--- config.mk ---
export PLATFORM = sky130hd
export DESIGN_NAME = supply_rst_seq
export DESIGN_NICKNAME = d
export VERILOG_FILES = /design/src/rtl/supply_rst_pkg.sv /design/src/rtl/flag_sync.sv /design/src/rtl/pwrup_timer.sv /design/src/rtl/keep_reg.sv /design/src/rtl/supply_rst_seq.sv
export SDC_FILE = /design/constraint.sdc
export NUM_CORES = 1
export LEC_CHECK = 0
export ABC_AREA = 1
export BUFFER_PORTS_ARGS = -buffer_cell sky130_fd_sc_hd__clkbuf_2
export CAP_MARGIN = 10
export CORE_ASPECT_RATIO = 1.1
export CORE_MARGIN = 2
export CORE_UTILIZATION = 55
export CTS_BUF_LIST = sky130_fd_sc_hd__clkbuf_4
export DETAILED_ROUTE_END_ITERATION = 10
export PLACE_DENSITY = 0.8
export RECOVER_POWER = 25
export SLEW_MARGIN = 20
export SYNTH_ARGS = -nofsm -noshare
export SYNTH_HDL_FRONTEND = slang
export SYNTH_HIERARCHICAL = 1
export SYNTH_SLANG_ARGS = --single-unit
--- constraint.sdc ---
create_clock -name clk -period 3.21 [get_ports clk]
set_clock_uncertainty 0.2 [all_clocks]
set_input_delay 0.642 -clock clk [delete_from_list [all_inputs] [get_ports clk]]
set_output_delay 0.642 -clock clk [all_outputs]
set_load 0.1 [all_outputs]
--- src/rtl/supply_rst_pkg.sv ---
package supply_rst_pkg;

  typedef enum logic [0:0] {
    SEQ_HOLD = 1'b0,
    SEQ_RUN  = 1'b1
  } seq_state_e;

  typedef enum logic [1:0] {
    CLASS_NONE = 2'b00,
    CLASS_POR  = 2'b01,
    CLASS_BOR  = 2'b10
  } rst_class_e;

  // counter width able to hold span-1
  function automatic int unsigned cnt_width(input int unsigned span);
    return (span <= 2) ? 1 : $clog2(span);
  endfunction

  // the delay is over when the count has reached span-1
  function automatic logic span_done(input logic [31:0] cnt, input int unsigned span);
    return cnt == 32'(span - 1);
  endfunction

endpackage

--- src/rtl/flag_sync.sv ---
module flag_sync #(
  parameter int unsigned STAGES = 2
) (
  input  logic clk,
  input  logic clr_n,
  input  logic d,
  output logic q
);
  logic [STAGES-1:0] sh;

  generate
    if (STAGES == 1) begin : g_one
      always_ff @(posedge clk or negedge clr_n) begin
        if (!clr_n) sh <= '0;
        else        sh <= d;
      end
    end else begin : g_chain
      always_ff @(posedge clk or negedge clr_n) begin
        if (!clr_n) sh <= '0;
        else        sh <= {sh[STAGES-2:0], d};
      end
    end
  endgenerate

  assign q = sh[STAGES-1];
endmodule

--- src/rtl/pwrup_timer.sv ---
module pwrup_timer
  import supply_rst_pkg::*;
#(
  parameter int unsigned SPAN = 65536
) (
  input  logic clk,
  input  logic clr_n,
  input  logic run,
  output logic done
);
  localparam int unsigned CW = cnt_width(SPAN);

  logic [CW-1:0] cnt;

  assign done = run && span_done(32'(cnt), SPAN);

  always_ff @(posedge clk or negedge clr_n) begin
    if (!clr_n)             cnt <= '0;
    else if (!run || done)  cnt <= '0;
    else                    cnt <= cnt + 1'b1;
  end
endmodule

--- src/rtl/keep_reg.sv ---
module keep_reg #(
  parameter int unsigned W = 2
) (
  input  logic         clk,
  input  logic         clr_n,
  input  logic         we,
  input  logic [W-1:0] wd,
  output logic [W-1:0] q
);
  always_ff @(posedge clk or negedge clr_n) begin
    if (!clr_n)  q <= '0;
    else if (we) q <= wd;
  end
endmodule

--- src/rtl/supply_rst_seq.sv ---
module supply_rst_seq
  import supply_rst_pkg::*;
#(
  parameter int unsigned DELAY_CYCLES = 65536,
  parameter int unsigned SYNC_STAGES  = 2,
  parameter int unsigned THR_W        = 2,
  parameter int unsigned VEC_W        = 16,
  parameter logic [VEC_W-1:0] RESET_VEC = 'h8000
) (
  input  logic             clk,
  input  logic             por_ok_i,
  input  logic             bor_ok_i,
  input  logic             thr_we_i,
  input  logic [THR_W-1:0] thr_wd_i,
  output logic             core_rst_n_o,
  output logic             load_vec_o,
  output logic [VEC_W-1:0] pc_vec_o,
  output logic             init_por_o,
  output logic             init_bor_o,
  output logic [1:0]       init_class_o,
  output logic [THR_W-1:0] thr_o
);
  // synchronized flags; power-on low clears both chains
  logic por_s, bor_s;

  flag_sync #(.STAGES(SYNC_STAGES)) u_por_sync (
    .clk(clk), .clr_n(por_ok_i), .d(1'b1), .q(por_s)
  );
  flag_sync #(.STAGES(SYNC_STAGES)) u_bor_sync (
    .clk(clk), .clr_n(por_ok_i), .d(bor_ok_i), .q(bor_s)
  );

  seq_state_e state_q;
  rst_class_e class_q;
  logic       cold_q;
  logic       por_stb_q, bor_stb_q;

  // named internal events
  logic supply_ok, in_hold, timer_run, timer_done;
  logic release_evt, bor_entry_evt, thr_write;

  assign supply_ok     = por_s & bor_s;
  assign in_hold       = (state_q == SEQ_HOLD);
  assign timer_run     = in_hold & cold_q & supply_ok;
  assign release_evt   = in_hold & supply_ok & (!cold_q | timer_done);
  assign bor_entry_evt = (state_q == SEQ_RUN) & !supply_ok;

  pwrup_timer #(.SPAN(DELAY_CYCLES)) u_timer (
    .clk(clk), .clr_n(por_ok_i), .run(timer_run), .done(timer_done)
  );

  always_ff @(posedge clk or negedge por_ok_i) begin
    if (!por_ok_i) begin
      state_q   <= SEQ_HOLD;
      cold_q    <= 1'b1;
      class_q   <= CLASS_POR;
      por_stb_q <= 1'b0;
      bor_stb_q <= 1'b0;
    end else begin
      por_stb_q <= release_evt & cold_q;
      bor_stb_q <= release_evt & !cold_q;
      if (release_evt) begin
        state_q <= SEQ_RUN;
        cold_q  <= 1'b0;
      end else if (bor_entry_evt) begin
        state_q <= SEQ_HOLD;
        class_q <= CLASS_BOR;
      end
    end
  end

  assign core_rst_n_o = (state_q == SEQ_RUN) & supply_ok;
  assign thr_write    = thr_we_i & core_rst_n_o;

  keep_reg #(.W(THR_W)) u_thr (
    .clk(clk), .clr_n(por_ok_i), .we(thr_write), .wd(thr_wd_i), .q(thr_o)
  );

  assign load_vec_o   = por_stb_q | bor_stb_q;
  assign init_por_o   = por_stb_q;
  assign init_bor_o   = bor_stb_q;
  assign init_class_o = class_q;
  assign pc_vec_o     = RESET_VEC;
endmodule

Word level (Yosys, flattened, before mapping)
Index checks and enable logic that the tools add are counted.
{ "totals": {"reg_bits": 28, "inputBits": 6, "out_inout_bits": 24, "word_cells": 35} }
{ "classes": {"addsub": 1, "n_eq_ne": 1, "muxes": 3, "bitwise": 14, "reduce_logical": 7} }
{ "ops": {"columns": ["cell", "n"], "rows": [
  ["16-bit by 1-bit adder with 16-bit output (second input constant)", 1],
  ["16-bit == test (second input constant)", 1],
  ["16-bit two-way mux", 1],
  ["1-bit bitwise AND", 10],
  ["1-bit logical NOT", 3],
  ["1-bit two-way mux", 2],
  ["1-bit inverter", 2],
  ["1-bit bitwise OR", 2],
  ["2-bit AND reduction", 1],
  ["2-bit nonzero test", 1],
  ["1-bit logical AND", 1],
  ["1-bit logical OR", 1]
]} }

Logic depth before layout (Yosys ltp)
{ "logic_depth": {"ltp_word": 8, "ltp_mapped": 8} }

Modules after synthesis
The synthesis kept the hierarchy.
{ "by_module_without_submodules": {"columns": ["mod", "n_inst", "cells_per_inst", "area_each_um2", "seq_area_each_um2"], "rows": [
  ["pwrup_timer", 1, 108, 887.1, 400.4],
  ["supply_rst_seq", 1, 42, 371.6, 152.6],
  ["flag_sync", 2, 2, 50.0, 50.0],
  ["keep_reg", 1, 9, 76.3, 50.0]
]} }

Worst setup path after synthesis
Ideal clock, no wire load.
{ "synth_timing": {"path_kind": "reg2out", "startpoint": "reg state_q", "endpoint": "out core_rst_n_o", "arrival_ns": 1.738, "slack_ns": 0.630, "stages_incl_launch_ff": 3, "n_path_buf": 0, "cell_sequence": "dfrtp_1 > inv_1 > nor2_1"} }
{ "synth_between": {"elab_chain_len": 1} }
{ "synth_lines": {"columns": ["item", "line", "rtl"], "rows": [
  ["from (decl)", "supply_rst_seq.sv:33", "seq_state_e state_q;"],
  ["from (signal assigned)", "supply_rst_seq.sv:54", "state_q <= SEQ_HOLD;"],
  ["from (signal assigned)", "supply_rst_seq.sv:63", "state_q <= SEQ_RUN;"],
  ["from (signal assigned)", "supply_rst_seq.sv:66", "state_q <= SEQ_HOLD;"],
  ["1-bit bitwise AND", "supply_rst_seq.sv:72", "assign core_rst_n_o = (state_q == SEQ_RUN) & supply_ok;"],
  ["to (decl)", "supply_rst_seq.sv:15", "output logic core_rst_n_o,"]
]} }
Every way passes these cells.

Worst setup path after layout
{ "layout_timing": {"startpoint": "reg u_por_sync.sh[1]", "endpoint": "out core_rst_n_o"} }
{ "layout_between": {"elab_chain_len": 2} }
{ "layout_lines": {"columns": ["item", "line", "rtl"], "rows": [
  ["from (decl)", "flag_sync.sv:9", "logic [STAGES-1:0] sh;"],
  ["from (signal assigned)", "flag_sync.sv:20", "else sh <= {sh[STAGES-2:0], d};"],
  ["1-bit bitwise AND", "supply_rst_seq.sv:42", "assign supply_ok = por_s & bor_s;"],
  ["1-bit bitwise AND", "supply_rst_seq.sv:72", null]
]} }
Every way passes these cells.

==> metrics.md <==
| Metric | Value |
|---|---|
| Root buf cell | clkbuf_4 |
| VDD IR-drop max | about 0.45 mV |
| Starting DRC count in detailed routing | 20 |
| First-pass GRT wire length | 3660 µm |
| Synthesized area | 1440 µm² |
| Crit path launch type | flip-flop |
| # nets final | 186 |
| Hold WC Path Type | reg2reg |
| DRC | 0 |
| Drt total wl | 2180 µm |
| Ports | 30 |
| Placed cells | 205 |
| Clock sinks | 28 |
| CTS resizes | 0 |
| Clk_lat worst skew | 0.33 ns |
| Gpl congestion | between 0.7 and 0.8 |
| Number of max-cap violations | 0 |
| Peak per-stage delay on the critical path | 0.47 ns |
| Fin crit share | 0.716 |
| Via count | 1000 |
| Die area | 3030 µm² |
| Most common cell after layout, fill and taps aside | nand2_1 |
| Yosys Warn Count | 6 |
| Post-CTS Hold Buffers | 0 |
| Core Area | roughly 2500 µm² |
| H-tree levels | 1 |
| Commonest cells after routing, fill and taps aside | 38 x nand2_1, 26 x nor2_1, 26 x dfrtp_1 |
| Fin. max-slew vios | 0 |
| Total Routing Usage GR | 0.162 |
| Hold Vio Cnt, Final | 0 |
| Worst Path Required | roughly 2.4 ns |
| Worst R2R Path Depth | 7 |
| Syn Inst Count | 163 |
| Synth Register Bits | 28 |
| CP max-delay cell | clkbuf_2 |
| Endpoint class of the critical path | primary output |
| RSZ-0062 raised after global routing | false |
| Routed wire per std cell | 10.4 µm |
| Register area share after synthesis | 0.490 |
| Main synth FF type | dfrtp_1 |
| WS Path Type | reg2out |
| Slew HR | 0.0382 |
| Post-synth EDFFs | 0 |
| Mean Syn Cell Area | 8.80 µm² |
| Time the worst path needs with I/O delays and setup | 2.30 ns |
| Clk pin slew, worst setup/hold paths | 0.14 ns |
| Diode count | 0 |
| Buf/Inv on CP | 1 |
| DP HPWL | around 1700 µm |
| Unique masters post-synth | 28 |
| Clk buf depth | 2 |
| GR Overflow Total | 0 |
| Core Util, Final | 0.606 |
| WP data arrival | 1.46 ns |
| Layout cell share with drive strength beyond 1 | 0.185 |
| Largest net degree at the start of global routing | 29 |
| Critical-path cell list | nand2_1 > nor2_1 > clkbuf_2 |
| Die X | around 53 µm |
| Ys async rst share | 1.00 |
| Leak | roughly 0.00068 µW |
| Setup TNS | 0 ns |
| Initial Util | 0.575 |
| Setup bufs post-CTS | 0 |
| Remaining antenna violation count after routing | 0 |
| Vias in the first global route | roughly 940 |
| Num CTS Buffers | 3 |
| Row cnt | 19 |
| Post-route insts no fill | around 210 |
| Pwr dens | 495 nW/µm² |
| CP Max Fanout | 7 |
| Largest delay share family, worst path | buffers and inverters |
| Die Height | approximately 58 µm |
| Multi-input gate area in the final layout | between 600 and 700 µm² |
| PortBufs | 13 |
| Worst Hold Path Cells | 0 |
| Synth-to-layout area growth | 5.41% |
| # fillers | 214 |
| CTS tree | yes |
| Outcome | complete, no violations |
| Worst-Margin Slew | approximately 1.4 ns |
| Register area | 703 µm² |
| DR vias/cell | roughly 4.8 |
| Final setup viols | 0 |
| 1st-pass router iterations | 4 |
| Critical path depth | 3 |
| Initial antenna violation count | 0 |
| Fmax | 0.435 GHz |
[per-layer routing]
| layer | vias to the layer above | share of wire | global-route usage |
|---|---|---|---|
| met5 | - | 0 | 0 |
| met4 | 0 | 0.0096 | 0.0586 |
| met3 | 2 | 0.034 | 0.0236 |
| met2 | 21 | 0.53 | 0.298 |
| met1 | 478 | 0.42 | 0.184 |
| li1 | 499 | - | - |
[layout make-up]
type | count | share of cell area
multi-input combinational | 119 | 0.398
inverter | 14 | 0.0347
sequential | 28 | 0.465
clock buffer | 3 | 0.0149
timing repair buffer | 13 | 0.0422
clock inverter | 1 | 0.0199
tap | 31 | 0.0256
[worst register-to-register path, stage by stage, from the launching register on]
cell and delay, ns:
dfrtp_1 0.41, ha_1 0.22, nand3_2 0.13, inv_2 0.11
nand3_4 0.08, nor3b_1 0.27, nor2_1 0.12, a21oi_1 0.17
[cells by family (layout without fill, tap and decap cells)]
family,count (synthesis),in the layout,share of synthesized area
compound gates,7,7,0.0375
buf+inv,31,31,0.128
flops,28,28,0.490
simple gates,87,87,0.288
xor+xnor,7,7,0.0427
fa+ha+maj,1,1,0.00872
other cells,2,17,0.00523
[flip-flops by register name, indices dropped and copies added, names as in the netlist]
signal         flops
state_q            1
u_timer/cnt       16
u_bor_sync/sh      2
cold_q             1
init_por_o         1
u_por_sync/sh      2
init_bor_o         1
u_thr/q            2
init_class_o       2
[cell usage after synthesis, types with 2 or more instances]
master,n,area share
xnor2_1,3,0.018
nor2_4,2,0.016
nand2_1,37,0.097
a21oi_1,2,0.0070
inv_1,13,0.034
xor2_1,4,0.024
nand2_2,3,0.013
nand3_1,4,0.014
o21bai_1,2,0.010
nor2_1,26,0.068
dfrtp_1,26,0.45
conb_1,2,0.0052
nor2_2,5,0.022
buf_4,16,0.084
dfstp_2,2,0.037
nand4_1,4,0.017
[worst paths after layout]
path                                  start  slack [ns]               end
setup / recovery           u_por_sync/sh[1]        0.91      core_rst_n_o
min in group asynchronous          por_ok_i        0.42   init_class_o[1]
setup reg to reg             u_timer/cnt[0]        1.41           state_q
max in group asynchronous          por_ok_i        1.54   u_timer/cnt[10]
hold reg to reg            u_bor_sync/sh[0]        0.17  u_bor_sync/sh[1]
hold / removal             u_bor_sync/sh[0]        0.17  u_bor_sync/sh[1]
[power breakdown]
part / internal, µW / switching [µW]
Combinational: 10.0 / 148
Clock: 126 / 97.6
Sequential: 362 / 4.39
[metrics by stage]
| step | cell area, µm² | power [µW] | setup WS [ns] | hold slack [ns] |
|---|---|---|---|---|
| final | 1510 | 748 | 0.910 | 0.169 |
| after global placement | 1460 | 530 | 1.33 | 0.137 |
| after detailed placement | 1460 | 532 | 1.29 | 0.140 |
| after global routing | 1510 | 782 | 0.828 | 0.168 |
| after CTS | 1520 | 759 | 0.908 | 0.121 |
| after floorplan | 1490 | 528 | 0.630 | 0.131 |
(Power assumes the default switching activity.)
